`config.mk`:
```
export PLATFORM = sky130hd
export DESIGN_NAME = errq_core
export DESIGN_NICKNAME = d
export VERILOG_FILES = /design/src/rtl/errq_pkg.sv /design/src/rtl/errq_ctrl.sv /design/src/rtl/errq_store.sv /design/src/rtl/errq_core.sv
export SDC_FILE = /design/constraint.sdc
export NUM_CORES = 1
export LEC_CHECK = 0
export BUFFER_PORTS_ARGS = -buffer_cell sky130_fd_sc_hd__buf_4
export CAP_MARGIN = 0
export CELL_PAD_IN_SITES_DETAIL_PLACEMENT = 1
export CELL_PAD_IN_SITES_GLOBAL_PLACEMENT = 1
export CORE_ASPECT_RATIO = 0.8
export CORE_MARGIN = 4
export CORE_UTILIZATION = 40
export DETAILED_ROUTE_END_ITERATION = 12
export GPL_TIMING_DRIVEN = 0
export PLACE_DENSITY = 0.6
export SLEW_MARGIN = 20
export SYNTH_ARGS = -nofsm -noshare
export SYNTH_HDL_FRONTEND = slang
export SYNTH_HIERARCHICAL = 1
export SYNTH_SLANG_ARGS = --single-unit
```
`constraint.sdc`:
```
create_clock -name clk -period 4.1 [get_ports clk]
set_input_delay 0.205 -clock clk [delete_from_list [all_inputs] [get_ports clk]]
set_output_delay 0.205 -clock clk [all_outputs]
set_load 0.005 [all_outputs]
```
`src/rtl/errq_pkg.sv`:
```
package errq_pkg;
  localparam int CODE_W = 16;
  typedef logic signed [CODE_W-1:0] err_code_t;

  // Marker written into the newest slot when the queue overflows.
  localparam err_code_t OVF_CODE = -16'sd350;
  // Value shown while nothing is stored.
  localparam err_code_t NO_ERR   = '0;

  // Circular pointer step forward for any depth.
  function automatic int unsigned ring_next(int unsigned p, int unsigned depth);
    return (p + 1 >= depth) ? 0 : p + 1;
  endfunction

  // Circular pointer step backward for any depth.
  function automatic int unsigned ring_prev(int unsigned p, int unsigned depth);
    return (p == 0) ? depth - 1 : p - 1;
  endfunction
endpackage

```
`src/rtl/errq_ctrl.sv`:
```
module errq_ctrl #(
  parameter int DEPTH = 8,
  localparam int AW = (DEPTH > 1) ? $clog2(DEPTH) : 1,
  localparam int LW = $clog2(DEPTH + 1)
) (
  input  logic          clk,
  input  logic          rst_n,
  input  logic          clr,
  input  logic          push,
  input  logic          pop,
  output logic          wr_en,
  output logic          wr_marker,
  output logic [AW-1:0] wr_addr,
  output logic [AW-1:0] rd_addr,
  output logic [LW-1:0] level,
  output logic          empty,
  output logic          pop_done,
  output logic          ovf_hit
);
  import errq_pkg::*;

  logic [AW-1:0] head_q, tail_q, last_slot;
  logic          full, push_done;

  assign empty     = (level == '0);
  assign full      = (level == LW'(DEPTH));
  assign pop_done  = pop & ~empty & ~clr;
  assign push_done = push & ~clr & (~full | pop_done);
  assign ovf_hit   = push & ~clr & full & ~pop_done;
  assign last_slot = AW'(ring_prev(int'(tail_q), DEPTH));

  assign wr_en     = push_done | ovf_hit;
  assign wr_marker = ovf_hit;
  assign wr_addr   = ovf_hit ? last_slot : tail_q;
  assign rd_addr   = head_q;

  always_ff @(posedge clk or negedge rst_n) begin
    if (!rst_n) begin
      head_q <= '0;
      tail_q <= '0;
      level  <= '0;
    end else if (clr) begin
      head_q <= '0;
      tail_q <= '0;
      level  <= '0;
    end else begin
      if (pop_done)  head_q <= AW'(ring_next(int'(head_q), DEPTH));
      if (push_done) tail_q <= AW'(ring_next(int'(tail_q), DEPTH));
      case ({push_done, pop_done})
        2'b10:   level <= level + 1'b1;
        2'b01:   level <= level - 1'b1;
        default: level <= level;
      endcase
    end
  end
endmodule

```
`src/rtl/errq_store.sv`:
```
module errq_store #(
  parameter int DEPTH = 8,
  localparam int AW = (DEPTH > 1) ? $clog2(DEPTH) : 1
) (
  input  logic                clk,
  input  logic                wr_en,
  input  logic [AW-1:0]       wr_addr,
  input  errq_pkg::err_code_t wr_data,
  input  logic [AW-1:0]       rd_addr,
  output errq_pkg::err_code_t rd_data
);
  errq_pkg::err_code_t slot_q [DEPTH];

  always_ff @(posedge clk) begin
    if (wr_en) slot_q[wr_addr] <= wr_data;
  end

  assign rd_data = slot_q[rd_addr];
endmodule

```
`src/rtl/errq_core.sv`:
```
module errq_core #(
  parameter int DEPTH = 8
) (
  input  logic        clk,
  input  logic        rst_n,
  input  logic        clr_i,
  input  logic        push_i,
  input  logic [15:0] code_i,
  input  logic        pop_i,
  output logic [15:0] code_o,
  output logic        status_err_o
);
  import errq_pkg::*;

  localparam int AW = (DEPTH > 1) ? $clog2(DEPTH) : 1;
  localparam int LW = $clog2(DEPTH + 1);

  logic          wr_en, wr_marker, empty, pop_done, ovf_hit;
  logic [AW-1:0] wr_addr, rd_addr;
  logic [LW-1:0] level;
  err_code_t     wr_data, head_code;

  errq_ctrl #(.DEPTH(DEPTH)) u_ctrl (
    .clk      (clk),
    .rst_n    (rst_n),
    .clr      (clr_i),
    .push     (push_i),
    .pop      (pop_i),
    .wr_en    (wr_en),
    .wr_marker(wr_marker),
    .wr_addr  (wr_addr),
    .rd_addr  (rd_addr),
    .level    (level),
    .empty    (empty),
    .pop_done (pop_done),
    .ovf_hit  (ovf_hit)
  );

  assign wr_data = wr_marker ? OVF_CODE : err_code_t'(code_i);

  errq_store #(.DEPTH(DEPTH)) u_store (
    .clk    (clk),
    .wr_en  (wr_en),
    .wr_addr(wr_addr),
    .wr_data(wr_data),
    .rd_addr(rd_addr),
    .rd_data(head_code)
  );

  assign code_o       = empty ? NO_ERR : head_code;
  assign status_err_o = ~empty;
endmodule

```
==> run_results.csv <==
group,metric,value,unit
setup_path,path_class,"flip-flop to flip-flop",
clocking,clkLatencyLatePin,0.42,ns
global_routing,grt_pass1_vias,3280,
timing,rsz0062_at_grt,"no",
synthesis,synth_common_cells,"edfxtp_1, mux4_1, nor2_1, nor2b_1, mux2_2",
worst_hold_path,hp-class,"input pin to flip-flop",
setup_path,timing.rr.start,"u_ctrl/level[0]",
synthesis,ys_seq_elements,138,
layout,final_cell_area,7270,µm²
route,vias,3175,
timing,finalCritPeriodShare,76.8,%
layout,n_fill_cell,1343,
clocking,clk_pin_slew,0.06,ns
worst_hold_path,whs_path_depth,3,
synthesis,ys_types,42,
route,wl_per_cell,21.9,µm
place,placed_cells_incl_taps,559,
clocking,cts_root_buf,"clkbuf_16",
place,placed_area,6680,µm²
floorplanning,num_rows,39,
setup_path,cp-end-kind,"flip-flop",
clocking,cts_sinks,138,
floorplanning,initial_core_util,41.5,%
timing,max_freq,318,MHz
place,dp_slack,0.937,ns
clocking,htree_levels,4,
layout,postLayoutCoreUtil,50.2,%
route,drt-pass1-iter-count,6,
floorplanning,core_area,14500,µm²
clocking,numCtsBuffers,17,
route,viasPerCell,5.36,
global_routing,grt_pass1_wl,20000,µm
timing,tns,0,ns
synthesis,synthCells,328,
job,cap_violations,0,
power_and_ir_drop,cellPowerDensity,512,nW/µm²
worst_hold_path,hold_path.startpoint,"clr_i",
synthesis,avgSynthCellArea,18.3,µm²
route,ant_nets,0,
synthesis,synth-edff-count,128,
timing,finalSetupViolations,0,
layout,antenna_cells,0,
synthesis,yosys.area.top_type,"edfxtp_1",
timing,fin_ws,0.951,ns
setup_path,critPathMaxFanout,9,
layout,layout-drive-gt1-share,31.1,%
setup_path,reg2regPathDepth,6,
route,drt-initial-drc-count,203,
timing,slew_violations,0,
floorplanning,die-height,118,µm
synthesis,syn_area,6010,µm²
synthesis,yosysMostFrequentCell,"edfxtp_1",
floorplanning,dieWidth,145,µm
synthesis,yosysWarnings,6,
setup_path,critPathLaunchType,"flip-flop",
layout,syn_to_final_growth,20.9,%
synthesis,syn-num-nets,356,
floorplanning,die_area,17100,µm²
setup_path,worst_ep_required_time,4.23,ns
layout,stdcell_count,592,
global_routing,grt_max_degree,17,
timing,slew_headroom,32.5,%
worst_hold_path,whs_endpoint,"u_ctrl/tail_q[2]",
place,gp_congestion,0.703,
clocking,clk_path_buf_depth,2,
setup_path,reg2reg_slack,0.95,ns
place,portBuffers,36,
route,totalWireLength,13000,µm
setup_path,cp.arrival,3.28,ns
power_and_ir_drop,total_power,3.73,mW
timing,hold_viol,0,
layout,nets,423,
timing,finalHoldWorstSlack,0.0984,ns
power_and_ir_drop,ir_drop,333,µV
timing,max_slew.worst_pin.slew,0.999,ns
synthesis,ys_seq_area_share,68.1,%
power_and_ir_drop,p_leak,2.53,nW
clocking,cts_setup_buffers,0,
synthesis,synth.area.top_cells,"edfxtp_1, mux4_1, dfrtp_1, mux2_2, nor2b_1",
floorplanning,io_pins,38,
timing,period_minus_slack,3.15,ns
global_routing,grtUsageTotal,16.1,%
global_routing,antenna_found_initial,0,
clocking,cts_tree,"built",
synthesis,synth_top_flop_cell,"edfxtp_1",
global_routing,grt-ovfl-total,0,
route,drc,0,
setup_path,r2r_end,"u_store/slot_q[6][7]",
outcome,status,"finished clean",
synthesis,post-synth-top-area-fraction,63.9,%
place,dp_hpwl,8720,µm
timing,fin_skew,0.00785,ns
synthesis,synthArstFlopShare,7.25,%
-- layout make-up --
type | count | area, µm² | share of cell area [%]
sequential | 138 | 4090 | 56.3
timing repair buffer | 48 | 413 | 5.68
tap | 184 | 230 | 3.17
multi-input combinational | 166 | 1810 | 25.0
clock inverter | 14 | 146 | 2.01
buffer | 16 | 113 | 1.55
clock buffer | 18 | 429 | 5.90
inverter | 8 | 30.0 | 0.413
-- kinds of logic (layout without fill, tap and decap cells) --
family,after synthesis,after routing,share of synthesized area [%]
flip-flops,138,138,68.1
AO/OA/AOI/OAI,22,22,2.39
adder cells (fa/ha/maj),7,7,1.58
AND/OR/NAND/NOR,81,81,7.59
multiplexers,52,52,17.4
XOR/XNOR,4,4,0.583
buffers and inverters,24,104,2.37
-- how the worst max path moves through the flow --
stage | start | cells after the start | slack [ns] | to
after global routing | u_ctrl/level[0] | 6 | 0.67 | u_store/slot_q[6][8]
after global placement | u_ctrl/level[0] | 5 | -0.61 | u_store/slot_q[0][5]
final | u_ctrl/level[0] | 6 | 0.95 | u_store/slot_q[6][7]
after detailed placement | u_ctrl/level[0] | 6 | 0.94 | u_store/slot_q[6][10]
after CTS | u_ctrl/level[0] | 6 | 0.94 | u_store/slot_q[6][10]
after floorplan | u_ctrl/level[1] | 5 | 1.01 | u_store/slot_q[0][0]
-- sequential cells by signal, summed over array words and instances, names as in the netlist --
name / count
u_store/slot_q: 128
u_ctrl/level: 4
u_ctrl/rd_addr: 3
u_ctrl/tail_q: 3
-- cell usage in the layout, fill, tap and decap left out, types with 4 or more instances in the layout --
cell type	Yosys	routed
buf_1	4	4
buf_6	5	9
buf_8	0	5
buf_4	3	40
inv_1	8	8
edfxtp_1	128	128
mux4_1	28	28
nand2b_1	7	7
mux4_2	4	4
nor2b_1	18	18
nor2_1	18	12
a21oi_1	8	8
ha_1	6	6
or2_1	10	10
nand3_1	6	6
o21ai_0	4	4
mux2_2	17	17
dfrtp_1	10	10
clkbuf_16	0	17
nand2_1	5	5
nor2_2	1	6
and2b_2	6	6
-- what timing repair did --
item / in CTS / in global routing
hold endpoints to repair: 10 / 0
endpoints found under the setup margin: 0 / 0
resized for setup: 0 / 0
hold buffers: 1 / 0
-- power by group --
group / leakage (nW) / internal (mW) / switching, mW
Clock: 0.278 / 0.896 / 0.580
Sequential: 1.29 / 1.58 / 0.0270
Combinational: 0.961 / 0.333 / 0.307
-- layer usage --
metal / part of all wire (%) / GRT usage, % / vias up / wire length (µm)
li1: - / - / 1456 / -
met1: 45 / 21.0 / 1662 / 5870
met2: 50 / 26.0 / 44 / 6530
met3: 3.1 / 4.16 / 13 / 399
met4: 1.3 / 6.11 / 0 / 175
met5: 0 / 0 / - / 0
-- worst max-delay path: stages, from the launching register on --
cell and delay [ns]:
dfrtp_1 0.47, nor3_1 0.54, nand4_1 0.44, a21oi_1 0.52
nand2b_1 0.21, nor2_2 0.45, buf_8 0.22
Power figures use the tool's default switching activity.
